`config.mk`:
```
export PLATFORM = sky130hd
export DESIGN_NAME = exc_precise_tracker
export DESIGN_NICKNAME = d
export VERILOG_FILES = /design/src/rtl/exc_pkg.sv /design/src/rtl/exc_stage_reg.sv /design/src/rtl/exc_commit.sv /design/src/rtl/exc_precise_tracker.sv
export SDC_FILE = /design/constraint.sdc
export NUM_CORES = 1
export LEC_CHECK = 0
export BUFFER_PORTS_ARGS = -buffer_cell sky130_fd_sc_hd__buf_4
export CELL_PAD_IN_SITES_DETAIL_PLACEMENT = 0
export CELL_PAD_IN_SITES_GLOBAL_PLACEMENT = 1
export CORE_UTILIZATION = 45
export CTS_BUF_LIST = sky130_fd_sc_hd__clkbuf_8
export CTS_CLUSTER_DIAMETER = 30
export CTS_CLUSTER_SIZE = 25
export DETAILED_ROUTE_END_ITERATION = 12
export PLACE_DENSITY = 0.9
export SLEW_MARGIN = 20
export SYNTH_ARGS = -nofsm -noshare
export SYNTH_HDL_FRONTEND = slang
export SYNTH_HIERARCHICAL = 1
export SYNTH_SLANG_ARGS = --single-unit
```
`constraint.sdc`:
```
create_clock -name clk_i -period 2.3 [get_ports clk_i]
set_input_delay 0.115 -clock clk_i [delete_from_list [all_inputs] [get_ports clk_i]]
set_output_delay 0.115 -clock clk_i [all_outputs]
set_load 0.05 [all_outputs]
```
`src/rtl/exc_pkg.sv`:
```
package exc_pkg;
  typedef enum logic [2:0] {
    C_NONE  = 3'd0,
    C_IADDR = 3'd1,
    C_ILLOP = 3'd2,
    C_OVF   = 3'd3,
    C_DADDR = 3'd4,
    C_IRQ   = 3'd5
  } cause_e;

  // Earliest-detected cause wins.
  function automatic cause_e merge_cause(cause_e prior, logic flag, cause_e code);
    if (prior != C_NONE) return prior;
    if (flag)            return code;
    return C_NONE;
  endfunction

  // Cause injected while an instruction sits in stage k (0 fetch, 1 decode, 2 execute).
  function automatic cause_e stage_code(int k);
    case (k)
      1:       return C_ILLOP;
      2:       return C_OVF;
      default: return C_NONE;
    endcase
  endfunction
endpackage

```
`src/rtl/exc_stage_reg.sv`:
```
module exc_stage_reg
  import exc_pkg::*;
#(
  parameter int     PC_W = 32,
  parameter cause_e CODE = C_NONE
) (
  input  logic            clk_i,
  input  logic            rst_ni,
  input  logic            flush_i,
  input  logic            in_valid_i,
  input  logic [PC_W-1:0] in_pc_i,
  input  cause_e          in_cause_i,
  input  logic            fault_i,
  output logic            out_valid_o,
  output logic [PC_W-1:0] out_pc_o,
  output cause_e          out_cause_o
);
  cause_e nxt_cause;
  assign nxt_cause = merge_cause(in_cause_i, fault_i & in_valid_i, CODE);

  always_ff @(posedge clk_i or negedge rst_ni) begin
    if (!rst_ni) begin
      out_valid_o <= 1'b0;
      out_pc_o    <= '0;
      out_cause_o <= C_NONE;
    end else begin
      out_valid_o <= in_valid_i & ~flush_i;
      out_pc_o    <= in_pc_i;
      out_cause_o <= in_valid_i ? nxt_cause : C_NONE;
    end
  end

  p_cause_kept_r4: assert property (@(posedge clk_i) disable iff (!rst_ni)
    (in_valid_i && in_cause_i != C_NONE) |=> (out_cause_o == $past(in_cause_i)));

  p_flush_kills_r7: assert property (@(posedge clk_i) disable iff (!rst_ni)
    flush_i |=> !out_valid_o);
endmodule

```
`src/rtl/exc_commit.sv`:
```
module exc_commit
  import exc_pkg::*;
#(
  parameter int              PC_W   = 32,
  parameter logic [PC_W-1:0] VECTOR = '0
) (
  input  logic            clk_i,
  input  logic            rst_ni,
  input  logic            mem_valid_i,
  input  logic [PC_W-1:0] mem_pc_i,
  input  cause_e          mem_cause_i,
  input  logic            mem_fault_i,
  output logic            take_o,
  output logic [PC_W-1:0] redirect_pc_o,
  output logic            mem_wr_en_o,
  output logic            wb_valid_o,
  output logic [PC_W-1:0] wb_pc_o,
  output logic [PC_W-1:0] epc_o,
  output cause_e          cause_o
);
  cause_e fin_cause;
  assign fin_cause     = merge_cause(mem_cause_i, mem_fault_i, C_DADDR);
  assign take_o        = mem_valid_i && (fin_cause != C_NONE);
  assign mem_wr_en_o   = mem_valid_i && (fin_cause == C_NONE);
  assign redirect_pc_o = take_o ? VECTOR : '0;

  always_ff @(posedge clk_i or negedge rst_ni) begin
    if (!rst_ni) begin
      epc_o      <= '0;
      cause_o    <= C_NONE;
      wb_valid_o <= 1'b0;
      wb_pc_o    <= '0;
    end else begin
      wb_valid_o <= mem_wr_en_o;
      wb_pc_o    <= mem_pc_i;
      if (take_o) begin
        epc_o   <= mem_pc_i;
        cause_o <= fin_cause;
      end
    end
  end

  p_epc_capture_r6: assert property (@(posedge clk_i) disable iff (!rst_ni)
    take_o |=> (epc_o == $past(mem_pc_i)));

  p_epc_hold_r6: assert property (@(posedge clk_i) disable iff (!rst_ni)
    !take_o |=> ($stable(epc_o) && $stable(cause_o)));

  p_no_write_on_take_r8: assert property (@(posedge clk_i) disable iff (!rst_ni)
    take_o |-> !mem_wr_en_o);

  p_fault_never_wb_r8: assert property (@(posedge clk_i) disable iff (!rst_ni)
    take_o |=> !wb_valid_o);
endmodule

```
`src/rtl/exc_precise_tracker.sv`:
```
module exc_precise_tracker
  import exc_pkg::*;
#(
  parameter int              PC_W   = 32,
  parameter logic [PC_W-1:0] VECTOR = 32'h0000_0080
) (
  input  logic            clk_i,
  input  logic            rst_ni,
  input  logic            fetch_valid_i,
  input  logic [PC_W-1:0] fetch_pc_i,
  input  logic            fetch_fault_i,
  input  logic            irq_i,
  input  logic            dec_fault_i,
  input  logic            exe_fault_i,
  input  logic            mem_fault_i,
  output logic            take_o,
  output logic [PC_W-1:0] redirect_pc_o,
  output logic            mem_wr_en_o,
  output logic            wb_valid_o,
  output logic [PC_W-1:0] wb_pc_o,
  output logic [PC_W-1:0] epc_o,
  output logic [2:0]      cause_o
);
  localparam int NSTG = 3;  // registers holding decode, execute, memory

  // Index 0 is the fetch slot; index k+1 is the register after stage k.
  logic            s_valid [NSTG+1];
  logic [PC_W-1:0] s_pc    [NSTG+1];
  cause_e          s_cause [NSTG+1];
  logic [NSTG-1:0] s_fault;
  logic            take;
  cause_e          cause_q;

  assign s_valid[0] = fetch_valid_i | irq_i;
  assign s_pc[0]    = fetch_pc_i;
  assign s_cause[0] = irq_i ? C_IRQ : (fetch_fault_i ? C_IADDR : C_NONE);
  assign s_fault    = {exe_fault_i, dec_fault_i, 1'b0};

  for (genvar k = 0; k < NSTG; k++) begin : g_stage
    exc_stage_reg #(.PC_W(PC_W), .CODE(stage_code(k))) u_reg (
      .clk_i       (clk_i),
      .rst_ni      (rst_ni),
      .flush_i     (take),
      .in_valid_i  (s_valid[k]),
      .in_pc_i     (s_pc[k]),
      .in_cause_i  (s_cause[k]),
      .fault_i     (s_fault[k]),
      .out_valid_o (s_valid[k+1]),
      .out_pc_o    (s_pc[k+1]),
      .out_cause_o (s_cause[k+1])
    );
  end

  exc_commit #(.PC_W(PC_W), .VECTOR(VECTOR)) u_commit (
    .clk_i         (clk_i),
    .rst_ni        (rst_ni),
    .mem_valid_i   (s_valid[NSTG]),
    .mem_pc_i      (s_pc[NSTG]),
    .mem_cause_i   (s_cause[NSTG]),
    .mem_fault_i   (mem_fault_i),
    .take_o        (take),
    .redirect_pc_o (redirect_pc_o),
    .mem_wr_en_o   (mem_wr_en_o),
    .wb_valid_o    (wb_valid_o),
    .wb_pc_o       (wb_pc_o),
    .epc_o         (epc_o),
    .cause_o       (cause_q)
  );

  assign take_o  = take;
  assign cause_o = cause_q;

  p_take_only_flagged_r5: assert property (@(posedge clk_i) disable iff (!rst_ni)
    take_o |-> s_valid[NSTG]);

  p_no_take_after_take_r7: assert property (@(posedge clk_i) disable iff (!rst_ni)
    take_o |=> !take_o);
endmodule

```
# Word-level counts from Yosys, hierarchy flattened
# Cells that the tools add are included.
[op_classes]
reduce_logical = 8
mux = 32
n_bitwise = 7
[op_table]
columns = ["op", "n"]
rows = [
  ["3-bit 2-to-1 mux", 19],
  ["3-bit nonzero test", 5],
  ["1-bit 2-to-1 mux", 12],
  ["8-bit 2-to-1 mux", 1],
  ["1-bit AND", 5],
  ["3-bit zero test", 1],
  ["1-bit logical AND", 2],
  ["1-bit inverter", 1],
  ["1-bit bitwise OR", 1],
]
[totals]
ff_bits = 176
input_bits = 40
wordCells = 60

# Logic depth before layout (Yosys ltp)
# Gate-level depths: netlist of run 1.
[depth]
word_depth = 9
ltp_mapped = 4
ltp_nobuf = 3

# Hierarchy
# Netlist of run 1, hierarchy kept.
[modules_own_cells]
columns = ["mod", "area_each_um2", "cells_each", "instances"]
rows = [
  ["exc_commit", 2427.3, 149, 1],
  ["exc_stage_reg (g_stage[2].u_reg)", 943.4, 42, 1],
  ["exc_stage_reg (g_stage[1].u_reg)", 940.9, 41, 1],
  ["exc_stage_reg (g_stage[0].u_reg)", 928.4, 40, 1],
  ["exc_precise_tracker", 16.3, 3, 1],
]

# Worst setup path before layout of run 1
# Ideal clock, no wire load.
[synth_timing]
kind = "reg2out"
start = "reg g_stage[2].u_reg.out_cause_o[2]"
end = "out redirect_pc_o[7]"
stages_incl_launch_ff = 5
t_arrival_ps = 1723
slack_ps = 462
path_cell_list = "dfrtp_1 > o41ai_4 > buf_6 > inv_1 > buf_4"
[synth_via]
elab_chain_len = 7
word_cells_on_any_way = 9
classes_between = "mux: 6; reduce/logical: 3"
[synth_rtl]
columns = ["element", "line", "text"]
rows = [
  ["from (decl)", "exc_stage_reg.sv:16", "output cause_e out_cause_o"],
  ["from (signal assigned)", "exc_stage_reg.sv:29", "out_cause_o <= in_valid_i ? nxt_cause : C_NONE;"],
  ["3-bit 2-to-1 mux", "exc_pkg.sv:13", "if (prior != C_NONE) return prior;"],
  ["3-bit 2-to-1 mux", "exc_pkg.sv:14", "if (flag) return code;"],
  ["3-bit 2-to-1 mux", "exc_pkg.sv:15", "return C_NONE;"],
  ["3-bit 2-to-1 mux (*)", "exc_pkg.sv:14", ""],
  ["3-bit nonzero test (*)", "exc_commit.sv:23", "assign take_o = mem_valid_i && (fin_cause != C_NONE);"],
  ["1-bit logical AND (*)", "exc_commit.sv:23", ""],
  ["net take_o", "exc_precise_tracker.sv:16", "output logic take_o,"],
  ["8-bit 2-to-1 mux (*)", "exc_commit.sv:25", "assign redirect_pc_o = take_o ? VECTOR : '0;"],
  ["to (decl)", "exc_precise_tracker.sv:17", "output logic [PC_W-1:0] redirect_pc_o,"],
]
# The timed path passes the listed nets; every way through them passes the cells marked *. The select of a mux whose other input is x is not followed.

# Worst setup path after layout of run 1
[layout_timing]
start = "reg g_stage[2].u_reg.out_cause_o[2]"
end = "out redirect_pc_o[7]"
[layout_via]
elab_chain_len = 7
word_cells_on_any_way = 9
classes_between = "mux: 6; reduce/logical: 3"
[layout_rtl]
columns = ["element", "line"]
rows = [
  ["3-bit 2-to-1 mux", "exc_pkg.sv:13"],
  ["3-bit 2-to-1 mux", "exc_pkg.sv:14"],
  ["3-bit 2-to-1 mux", "exc_pkg.sv:15"],
  ["3-bit 2-to-1 mux (*)", "exc_pkg.sv:14"],
  ["3-bit nonzero test (*)", "exc_commit.sv:23"],
  ["1-bit logical AND (*)", "exc_commit.sv:23"],
  ["8-bit 2-to-1 mux (*)", "exc_commit.sv:25"],
]
# Mark *: on every way between the ends. The rest lies on a longest branch, timed or not. The select of a mux whose other input is x is not followed.

==> results by group, run 1 <==
Run status
  • Status: complete, no violations

STA
  • Relative slew slack: 59.9%
  • Setup repair after global routing missed its margin: false
  • Accumulated negative setup slack: 0 ns
  • Minimum clock period: 2.01 ns
  • Number of pins exceeding their max-slew limit in the final report: 0
  • Final setup vio count: 0
  • Final Hold Violating Endpoints: 0
  • Achievable clock frequency: a little under 500 MHz
  • Slew of the pin with the lowest slew margin: 0.602 ns
  • Final setup skew: 0.00825 ns
  • Period utilisation layout: approximately 87%

Placed design
  • Placer congestion estimate: around 0.69
  • Cell count after placement: between 500 and 600
  • Input/output buffers: 110
  • HPWL after DPL: 5260 um
  • Dpl cell area: between 6000 and 7000 um2

Route
  • Number of remaining DRC errors: 0
  • Remaining antenna violation count: 0
  • Wirelength per Cell: 13.6 um
  • 1st-pass router iterations: 4
  • WL final: 8170 um
  • First-iteration detailed-routing DRC count: 99
  • Vias per inst: 4.35
  • Via count: 2607

Setup path
  • Delay of the slowest cell on the worst path: 0.43 ns
  • Launching element type of the critical path: flip-flop
  • Worst EP required: 2.18 ns
  • Critical path buffer and inverter count: 3
  • Critical-path top delay cell: sky130_fd_sc_hd__dfrtp_1
  • Critical Path Fanout Max: 12
  • Cell family with the largest share of critical-path delay: buffers and inverters
  • Setup slack of the most critical reg-to-reg path: 0.63 ns
  • Kind of end point of the critical path: output port
  • Critical Setup Path Class: flip-flop to output port
  • Arrival time at the worst endpoint: 1.90 ns
  • Most frequent cell on the critical path: sky130_fd_sc_hd__buf_4
  • Worst-path cell chain: o41ai_4 -> buf_4 -> inv_1 -> buf_4

Worst hold path
  • Worst min-delay path category: input pin to flip-flop

Final layout
  • Final design utilization: 60.8%
  • Number of non-filler instances in the completed layout: 599
  • Area used by sequential logic in the layout: 4400 um2
  • Area added between synthesis and finish: 32.1%
  • Fill cell total of the finished layout: 849
  • Area of combinational cells with multiple inputs: 687 um2
  • Count of nets after finishing: about 480
  • Antenna diode count: 0
  • Final instance area: 6940 um2
  • Layout cells sized above 1: ~40%

Global routing
  • First-pass GRT wire length: 12700 um
  • All-layer global routing usage: 14.9%
  • Remaining global-route overflow: 0
  • Via count of the first global-routing pass: approximately 2600
  • Largest net degree at the start of global routing: 68
  • Antenna violations before repair: 0

Clock tree
  • TritonCTS clock tree: done
  • Maximum level of the CTS H-tree: 4
  • Cell at the root of the clock tree: sky130_fd_sc_hd__clkbuf_8
  • Total of cells resized after clock tree synthesis: 0
  • Clock latency reported for the late side of the worst-skew pair: 0.44 ns
  • Post-CTS clock slew at the launch and capture registers of the worst setup and hold paths: approximately 0.090 ns
  • Buffers inserted during post-CTS setup optimization: 0
  • # clock sinks: between 150 and 200
  • Cts bufs inserted: 17
  • Maximum buffer depth of the clock tree: 2

Floorplanning
  • Initial core utilization: 46.0%
  • Die Span X: roughly 110 um
  • Top-level port count: 142
  • Row count: 39
  • Core area: about 11000 um2
  • Die height: around 110 um
  • Die ar.: 12100 um2

Pwr
  • Sw Pwr: 3260 uW
  • Largest voltage drop on the vdd net: 0.000985 V
  • Internal power: 5550 uW
  • Clock power frac: 23.7%
  • Power share of the sequential group: 43.9%
  • Cell area power density: 1270 nW/um2
  • Fraction of power spent switching nets: 37.0%
  • Leakage: around 0.0033 uW
  • Overall power of the completed layout: 8810 uW
  • Combinational cell fraction of total power: 32.4%

Logic synthesis
  • Synth warnings: 6
  • Combined area of all synthesized cells: 5260 um2
  • Sequential area share after synthesis: 83.8%
  • Post-Synthesis Mean Instance Area: 19.1 um2
  • Number of instances in the synthesized netlist: 275
  • Netlist cell types: 20
  • Number of register bits inferred by synthesis: 176

Flow run
  • Maxcap violations: 0
final timing paths:
| kind | startpoint | end | depth (start not counted) |
|---|---|---|---|
| min reg2reg | g_stage[1].u_reg/out_pc_o[3]$_DFF_PN0_ | g_stage[2].u_reg/out_pc_o[3]$_DFF_PN0_ | 0 |
| min in group asynchronous | rst_ni | u_commit/wb_pc_o[10]$_DFF_PN0_ | 2 |
| max | g_stage[2].u_reg/out_cause_o[2]$_DFF_PN0_ | redirect_pc_o[7] | 4 |
| max reg2reg | g_stage[2].u_reg/out_cause_o[2]$_DFF_PN0_ | u_commit/epc_o[1]$_DFFE_PN0P_ | 3 |
| min | dec_fault_i | g_stage[1].u_reg/out_cause_o[1]$_DFF_PN0_ | 3 |
| max in group asynchronous | rst_ni | u_commit/wb_pc_o[31]$_DFF_PN0_ | 3 |
worst register-to-register path, cell delays in order (launching register included):
cell	delay, ns
sky130_fd_sc_hd__dfrtp_1	0.43
sky130_fd_sc_hd__o41ai_4	0.37
sky130_fd_sc_hd__buf_4	0.36
sky130_fd_sc_hd__mux2_2	0.40
metal layers:
layer	GRT usage, %	up-vias	part of all wire, %
li1	-	1160	-
met1	18.8	1315	42
met2	22.0	114	48
met3	6.11	18	7.7
met4	7.90	0	1.9
met5	0	-	0
layout by cell type, fill, tap and decap left out:
master                          Yosys  final
sky130_fd_sc_hd__dfrtp_1          176    176
sky130_fd_sc_hd__buf_4             32    114
sky130_fd_sc_hd__dlygate4sd3_1      0     38
sky130_fd_sc_hd__conb_1             2     32
sky130_fd_sc_hd__mux2_2            30     30
sky130_fd_sc_hd__clkbuf_8           0     18
sky130_fd_sc_hd__and2_1             6      6
sky130_fd_sc_hd__nand2_1            6      6
sky130_fd_sc_hd__clkinvlp_4         0      4
sky130_fd_sc_hd__o21a_1             4      4
sky130_fd_sc_hd__inv_6              0      3
sky130_fd_sc_hd__or2_1              2      2
sky130_fd_sc_hd__clkinv_2           0      2
sky130_fd_sc_hd__bufinv_16          0      2
sky130_fd_sc_hd__clkinv_4           0      2
sky130_fd_sc_hd__nor2b_1            2      2
sky130_fd_sc_hd__nor3b_1            2      2
sky130_fd_sc_hd__mux2_1             2      2
sky130_fd_sc_hd__inv_8              0      1
sky130_fd_sc_hd__nor2b_2            1      1
sky130_fd_sc_hd__nor3b_2            1      1
sky130_fd_sc_hd__and2_2             1      1
sky130_fd_sc_hd__buf_6              3      1
sky130_fd_sc_hd__buf_12             0      1
sky130_fd_sc_hd__o41ai_4            1      1
sky130_fd_sc_hd__inv_1              1      1
sky130_fd_sc_hd__nor4_1             1      1
sky130_fd_sc_hd__o21ai_0            1      1
sky130_fd_sc_hd__o22a_1             1      1
state kept, by name, summed over array words and instances (netlist names):
name	cells
g_stage.u_reg/out_pc_o	96
u_commit/epc_o	32
u_commit/wb_pc_o	32
g_stage.u_reg/out_cause_o	9
g_stage.u_reg/out_valid_o	3
u_commit/cause_o	3
u_commit/wb_valid_o	1
cells in the mapped netlist:
library cell,number,share of area [%]
sky130_fd_sc_hd__nor3b_1,2,0.29
sky130_fd_sc_hd__o21a_1,4,0.57
sky130_fd_sc_hd__and2_1,6,0.71
sky130_fd_sc_hd__buf_6,3,0.64
sky130_fd_sc_hd__nor2b_1,2,0.24
sky130_fd_sc_hd__nor4_1,1,0.12
sky130_fd_sc_hd__inv_1,1,0.071
sky130_fd_sc_hd__o41ai_4,1,0.52
sky130_fd_sc_hd__or2_1,2,0.24
sky130_fd_sc_hd__and2_2,1,0.14
sky130_fd_sc_hd__nor2b_2,1,0.17
sky130_fd_sc_hd__o22a_1,1,0.17
sky130_fd_sc_hd__nand2_1,6,0.43
sky130_fd_sc_hd__o21ai_0,1,0.095
sky130_fd_sc_hd__conb_1,2,0.14
sky130_fd_sc_hd__buf_4,32,4.6
sky130_fd_sc_hd__mux2_1,2,0.43
sky130_fd_sc_hd__mux2_2,30,6.4
sky130_fd_sc_hd__dfrtp_1,176,84
sky130_fd_sc_hd__nor3b_2,1,0.24
layout make-up:
| class | count | share of cell area, % |
|---|---|---|
| tap | 143 | 2.58 |
| sequential | 176 | 63.4 |
| inverter | 1 | 0.0541 |
| multi-input combinational | 93 | 9.89 |
| clock inverter | 14 | 2.23 |
| clock buffer | 18 | 3.57 |
| timing repair buffer | 154 | 18.3 |
metrics by stage:
| step | hold slack [ns] | setup WS [ns] |
|---|---|---|
| 2_1_floorplan | -0.181 | 0.462 |
| 3_3_place_gp | 0.134 | 0.681 |
| 3_5_place_dp | 0.145 | 0.636 |
| 4_1_cts | 0.0113 | 0.241 |
| 5_1_grt | 0.00838 | 0.148 |
| 6_report | 0.0407 | 0.289 |
power groups by stage:
stage	sequential, uW	clock [uW]	combinational, uW
detailed placement	3930	0	2820
finish	3870	2090	2850
CTS	3870	2160	2880
global placement	3900	0	2770
floorplan	5080	0	832
global route	3930	2300	3010
what timing repair did:
item	in CTS	in global routing
hold buffers	38	0
endpoints found under the hold margin	98	0
endpoints found under the setup margin	0	0
logic make-up after synthesis:
kind of cell | Yosys count | synth area share, %
and+or+nand+nor | 22 | 2.57
AOI/OAI and AO/OA | 7 | 1.36
buffers and inverters | 36 | 5.28
muxes | 32 | 6.86
DFF | 176 | 83.8
other | 2 | 0.143
No activity file was read; power rests on OpenSTA's default activity.
==> run 2: changes to the inputs <==
--- a/config.mk
+++ b/config.mk
@@ -14,5 +14,5 @@
 export CTS_CLUSTER_SIZE = 25
 export DETAILED_ROUTE_END_ITERATION = 12
-export PLACE_DENSITY = 0.9
+export PLACE_DENSITY_LB_ADDON = 0.25
 export SLEW_MARGIN = 20
 export SYNTH_ARGS = -nofsm -noshare
==> constraint.sdc (replaced) <==
create_clock -name clk_i -period 2.3 [get_ports clk_i]
set_input_delay 0.345 -clock clk_i [delete_from_list [all_inputs] [get_ports clk_i]]
set_output_delay 0.345 -clock clk_i [all_outputs]
set_load 0.05 [all_outputs]
==> results by group, run 2 (synthesized netlist as in run 1, its figures left out) <==
Run status
  • Status: complete, no violations

Final layout
  • Most common cell after layout, fill and taps aside: sky130_fd_sc_hd__dfrtp_1
  • Most frequent cells in the layout: sky130_fd_sc_hd__dfrtp_1, sky130_fd_sc_hd__buf_4, sky130_fd_sc_hd__dlygate4sd3_1
  • Antenna diode count: 0 (unchanged)
  • Top register by number of flip-flops: g_stage.u_reg/out_pc_o
  • Area added between synthesis and finish: 32.5%
  • Flip-flop count of the largest register, all copies and words added: 96 (unchanged)
  • Biggest registers after layout: g_stage.u_reg/out_pc_o: 96 flops, u_commit/epc_o: 32 flops, u_commit/wb_pc_o: 32 flops
  • Count of nets after finishing: 477 (-1.2%)
  • Fill cell total of the finished layout: 877 (+3.3%)
  • Layout cells sized above 1: 40.2% (+0.31 points)

STA
  • Minimum setup slack in the final design: 0.246 ns (-0.0426 ns)
  • Final setup vio count: 0 (unchanged)
  • Minimum clock period: 2.05 ns (+0.0426 ns)
  • Final Hold Violating Endpoints: 0 (unchanged)
  • Accumulated negative setup slack: 0 ns (unchanged)
  • Achievable clock frequency: 487 MHz (-2.1%)
  • Setup repair after global routing missed its margin: false
  • Number of pins exceeding their max-slew limit in the final report: 0 (unchanged)
  • Period utilisation layout: 89.3% (+1.9 points)
  • Final setup skew: 0.00695 ns (-0.00131 ns)

Route
  • First-iteration detailed-routing DRC count: 92 (-7.1%)
  • Vias per inst: 4.28 (-1.6%)
  • Wirelength per Cell: 12.8 um (-5.9%)
  • Via count: 2540 (-2.6%)
  • Remaining antenna violation count: 0 (unchanged)
  • Number of remaining DRC errors: 0 (unchanged)
  • WL final: 7610 um (-6.8%)
  • 1st-pass router iterations: 4 (unchanged)

Floorplanning
  • Row count: 39 (unchanged)
  • Die Span X: 110 um (unchanged)
  • Initial core utilization: 46.0% (unchanged)
  • Die ar.: 12100 um2 (unchanged)
  • Die height: 110 um (unchanged)
  • Top-level port count: 142 (unchanged)
  • Core area: 11400 um2 (unchanged)

Pwr
  • Largest voltage drop on the vdd net: 0.000617 V (-37%)
  • Leakage: 0.00332 uW (+0.29%)
  • Cell area power density: 1300 nW/um2 (+2.3%)
  • Overall power of the completed layout: 9040 uW (+2.6%)

Setup path
  • Capture point of the critical path: redirect_pc_o[7]
  • Worst reg2reg endpoint: u_commit/epc_o[8]$_DFFE_PN0P_
  • Kind of end point of the critical path: output port
  • Delay of the slowest cell on the worst path: 0.45 ns (+0.02 ns)
  • Setup slack of the most critical reg-to-reg path: 0.66 ns (+0.03 ns)
  • Critical path launch point: g_stage[2].u_reg/out_cause_o[2]$_DFF_PN0_
  • Worst-path cell chain: o41ai_4 -> inv_1 -> buf_4
  • Critical Setup Path Class: flip-flop to output port
  • Reg2Reg Depth: 3 (unchanged)
  • FF-to-FF Start: g_stage[2].u_reg/out_cause_o[2]$_DFF_PN0_
  • Critical-path top delay cell: sky130_fd_sc_hd__o41ai_4
  • Worst EP required: 1.96 ns (-0.22 ns)
  • Critical Path Fanout Max: 5 (-7)
  • Launching element type of the critical path: flip-flop
  • Arrival time at the worst endpoint: 1.71 ns (-0.19 ns)

Flow run
  • Maxcap violations: 0 (unchanged)

Global routing
  • All-layer global routing usage: 13.8% (-1.1 points)
  • First-pass GRT wire length: 12100 um (-4.8%)
  • Remaining global-route overflow: 0 (unchanged)
  • Antenna violations before repair: 0 (unchanged)
  • Via count of the first global-routing pass: 2542 (-2.0%)
  • Largest net degree at the start of global routing: 56 (-18%)

Clock tree
  • Hold Buf Count CTS: 33 (-13%)
  • Post-CTS clock slew at the launch and capture registers of the worst setup and hold paths: 0.09 ns (about the same)
  • Clock latency reported for the late side of the worst-skew pair: 0.43 ns (about the same)
  • # clock sinks: 176 (unchanged)
  • Maximum buffer depth of the clock tree: 2 (unchanged)
  • TritonCTS clock tree: done
  • Maximum level of the CTS H-tree: 4 (unchanged)
  • Buffers inserted during post-CTS setup optimization: 0 (unchanged)
  • Cts bufs inserted: 17 (unchanged)
  • Total of cells resized after clock tree synthesis: 0 (unchanged)
  • Cell at the root of the clock tree: sky130_fd_sc_hd__clkbuf_8

Placed design
  • Input/output buffers: 110 (unchanged)
  • Placer congestion estimate: 0.696 (+0.69%)
  • Worst slack, placed: 0.629 ns (-0.00672 ns)
  • HPWL after DPL: 4770 um (-9.3%)

Worst hold path
  • Source of the worst hold timing path: irq_i
  • Worst min-delay path category: input pin to flip-flop
run 2: layout make-up:
cell class | count | area, um2 | share of cell area (%)
Clock buffer | 17 | 234 | 3.36
Clock inverter | 15 | 223 | 3.20
Inverter | 1 | 3.75 | 0.0539
Multi-Input combinational cell | 93 | 687 | 9.86
Sequential cell | 176 | 4400 | 63.2
Tap cell | 143 | 179 | 2.57
Timing Repair Buffer | 148 | 1230 | 17.7
run 2: worst min path at each step:
stage / cells past startpoint / end
finish: 2 / g_stage[0].u_reg/out_cause_o[2]$_DFF_PN0_
global route: 2 / g_stage[0].u_reg/out_cause_o[2]$_DFF_PN0_
CTS: 2 / g_stage[0].u_reg/out_cause_o[2]$_DFF_PN0_
detailed placement: 1 / u_commit/wb_pc_o[4]$_DFF_PN0_
global placement: 1 / u_commit/wb_pc_o[7]$_DFF_PN0_
floorplan: 0 / g_stage[0].u_reg/out_cause_o[0]$_DFF_PN0_
run 2: power by group:
group | switching, uW | internal [uW]
clock | 1120 | 1220
sequential | 268 | 3580
combinational | 1890 | 965
run 2: through the flow:
stage,instance area (um2),std cells,utilization [%],hold slack [ns]
after detailed placement,6180,528,54.1,0.335
after CTS,6970,593,61.0,0.101
final,6970,593,61.0,0.139
after global placement,6180,528,54.1,0.328
after global routing,6970,593,61.0,0.109
after floorplan,5370,305,-,0.0494
run 2: layer usage:
metal | GRT usage, % | up-vias | share of wire [%]
li1 | - | 1152 | -
met1 | 18.2 | 1281 | 44
met2 | 20.6 | 98 | 48
met3 | 5.64 | 9 | 7.5
met4 | 5.14 | 0 | 1.1
met5 | 0 | - | 0
run 2: worst max-delay path: cells and delay by family, from the launching register on:
kind / cells / cell delay (ns)
DFF: 1 / 0.43
buffers and inverters: 2 / 0.41
AOI/OAI and AO/OA: 1 / 0.45
==> run 3: changes to the inputs <==
Settings changed: CORE_UTILIZATION 45 to 40.
==> results by group, run 3 (synthesized netlist as in run 1, its figures left out) <==
Run status
  • Status: complete, no violations

Route
  • Via count: 2507 (-1.3%)
  • First-iteration detailed-routing DRC count: 86 (-6.5%)
  • Wirelength per Cell: 12.4 um (-3.3%)
  • Remaining antenna violation count: 0 (unchanged)
  • WL final: 7720 um (+1.4%)
  • 1st-pass router iterations: 3 (-1)
  • Number of remaining DRC errors: 0 (unchanged)
  • Vias per inst: 4.03 (-5.9%)

Global routing
  • Via count of the first global-routing pass: 2465 (-3.0%)
  • Antenna violations before repair: 1 (+1)
  • Remaining global-route overflow: 0 (unchanged)
  • Largest net degree at the start of global routing: 60 (+7.1%)
  • First-pass GRT wire length: 12200 um (+0.69%)
  • All-layer global routing usage: 12.5% (-1.2 points)

Pwr
  • Largest voltage drop on the vdd net: 0.000615 V (-0.47%)
  • Cell area power density: 1270 nW/um2 (-2.2%)
  • Sw Pwr: 3200 uW (-2.2%)
  • Power share of the sequential group: 43.7% (+1.1 points)
  • Clock power frac: 24.1% (-1.8 points)
  • Fraction of power spent switching nets: 36.4% (+0.16 points)
  • Internal power: 5600 uW (-2.9%)
  • Combinational cell fraction of total power: 32.2% (+0.6 points)
  • Leakage: 0.00329 uW (-0.77%)

STA
  • Final setup skew: 0.00722 ns (+0.000270 ns)
  • Period utilisation layout: 88.3% (-0.95 points)
  • Achievable clock frequency: 492 MHz (+1.1%)
  • Number of pins exceeding their max-slew limit in the final report: 0 (unchanged)
  • Final setup vio count: 0 (unchanged)
  • Final Hold Violating Endpoints: 0 (unchanged)
  • Minimum setup slack in the final design: 0.268 ns (+0.0218 ns)
  • Minimum clock period: 2.03 ns (-0.0218 ns)
  • Accumulated negative setup slack: 0 ns (unchanged)
  • Setup repair after global routing missed its margin: false

Worst hold path
  • Worst min-delay path category: input pin to flip-flop

Setup path
  • Kind of end point of the critical path: output port
  • Critical-path top delay cell: sky130_fd_sc_hd__dfrtp_1
  • Launching element type of the critical path: flip-flop
  • Worst-path cell chain: o41ai_4 -> inv_1 -> buf_4
  • Worst EP required: 1.96 ns (about the same)
  • Critical Path Fanout Max: 5 (unchanged)
  • Arrival time at the worst endpoint: 1.69 ns (-0.02 ns)
  • Critical Setup Path Class: flip-flop to output port
  • Delay of the slowest cell on the worst path: 0.43 ns (-0.02 ns)

Floorplanning
  • Top-level port count: 142 (unchanged)
  • Core area: 12700 um2 (+11%)
  • Initial core utilization: 41.3% (-4.7 points)
  • Die Span X: 117 um (+6.0%)
  • Die ar.: 13600 um2 (+12%)
  • Die height: 117 um (+6.0%)
  • Row count: 41 (+5.1%)

Placed design
  • HPWL after DPL: 4880 um (+2.4%)
  • Worst slack, placed: 0.586 ns (-0.0437 ns)
  • Dpl cell area: 6200 um2 (+0.38%)
  • Input/output buffers: 110 (unchanged)
  • Placer congestion estimate: 0.666 (-4.4%)

Clock tree
  • Hold Buf Count CTS: 33 (unchanged)
  • Buffers inserted during post-CTS setup optimization: 0 (unchanged)
  • TritonCTS clock tree: done
  • Maximum level of the CTS H-tree: 4 (unchanged)
  • Clock latency reported for the late side of the worst-skew pair: 0.44 ns (about the same)
  • Maximum buffer depth of the clock tree: 2 (unchanged)
  • # clock sinks: 176 (unchanged)
  • Cts bufs inserted: 17 (unchanged)
  • Total of cells resized after clock tree synthesis: 0 (unchanged)
  • Post-CTS clock slew at the launch and capture registers of the worst setup and hold paths: 0.08 ns (about the same)
  • Cell at the root of the clock tree: sky130_fd_sc_hd__clkbuf_8

Final layout
  • Most common cell after layout, fill and taps aside: sky130_fd_sc_hd__dfrtp_1
  • Biggest registers after layout: g_stage.u_reg/out_pc_o: 96 flops, u_commit/epc_o: 32 flops, u_commit/wb_pc_o: 32 flops
  • Top register by number of flip-flops: g_stage.u_reg/out_pc_o
  • Count of nets after finishing: 477 (unchanged)
  • Most frequent cells in the layout: sky130_fd_sc_hd__dfrtp_1, sky130_fd_sc_hd__buf_4, sky130_fd_sc_hd__dlygate4sd3_1
  • Final instance area: 6940 um2 (-0.43%)
  • Layout cells sized above 1: 39.9% (-0.36 points)
  • Flip-flop count of the largest register, all copies and words added: 96 (unchanged)
  • Area added between synthesis and finish: 31.9%

Flow run
  • Maxcap violations: 0 (unchanged)
run 3: area by class of cell:
cell class	instances	area [um2]
antenna	1	2.50
clock buffer	17	234
clock inverter	14	166
fill	1062	5790
inverter	1	3.75
multi-input combinational	93	687
sequential	176	4400
tap	172	215
timing repair buffer	148	1220
run 3: final timing paths:
path / start / end / slack (ns) / depth (start not counted)
setup / recovery: g_stage[2].u_reg/out_cause_o[2]$_DFF_PN0_ / redirect_pc_o[7] / 0.27 / 3
hold / removal: irq_i / g_stage[0].u_reg/out_cause_o[2]$_DFF_PN0_ / 0.13 / 2
setup reg to reg: g_stage[2].u_reg/out_cause_o[2]$_DFF_PN0_ / u_commit/epc_o[2]$_DFFE_PN0P_ / 0.64 / 3
hold reg to reg: g_stage[1].u_reg/out_pc_o[14]$_DFF_PN0_ / g_stage[2].u_reg/out_pc_o[14]$_DFF_PN0_ / 0.35 / 0
max in group asynchronous: rst_ni / g_stage[1].u_reg/out_cause_o[0]$_DFF_PN0_ / 1.19 / 3
min in group asynchronous: rst_ni / u_commit/wb_pc_o[19]$_DFF_PN0_ / 0.43 / 2
run 3: per-stage QoR:
step	utilization [%]	power [uW]	cells	hold slack, ns
6_report	54.5	8800	622	0.134
3_5_place_dp	48.8	6750	557	0.335
2_1_floorplan	-	5910	305	0.0494
3_3_place_gp	48.8	6700	557	0.332
5_1_grt	54.5	9250	622	0.108
4_1_cts	54.5	8930	621	0.0952
run 3: critical path: cells and delay by family (launching register included):
family | cells | cell delay (ns)
buffers and inverters | 2 | 0.42
DFF | 1 | 0.43
AOI/OAI and AO/OA | 1 | 0.40
run 3: layer usage:
| layer | track usage (%) | up-vias | part of all wire, % |
|---|---|---|---|
| li1 | - | 1147 | - |
| met1 | 15.9 | 1246 | 44 |
| met5 | 0 | - | 0 |
| met4 | 6.33 | 0 | 1.6 |
| met3 | 6.07 | 11 | 8.1 |
| met2 | 17.9 | 103 | 46 |
run 3: power groups by stage:
stage,clock network (uW),logic (uW),registers (uW)
final,2120,2840,3850
after CTS,2200,2880,3860
after detailed placement,0,2830,3920
after floorplan,0,832,5080
after global routing,2340,2990,3920
after global placement,0,2800,3910
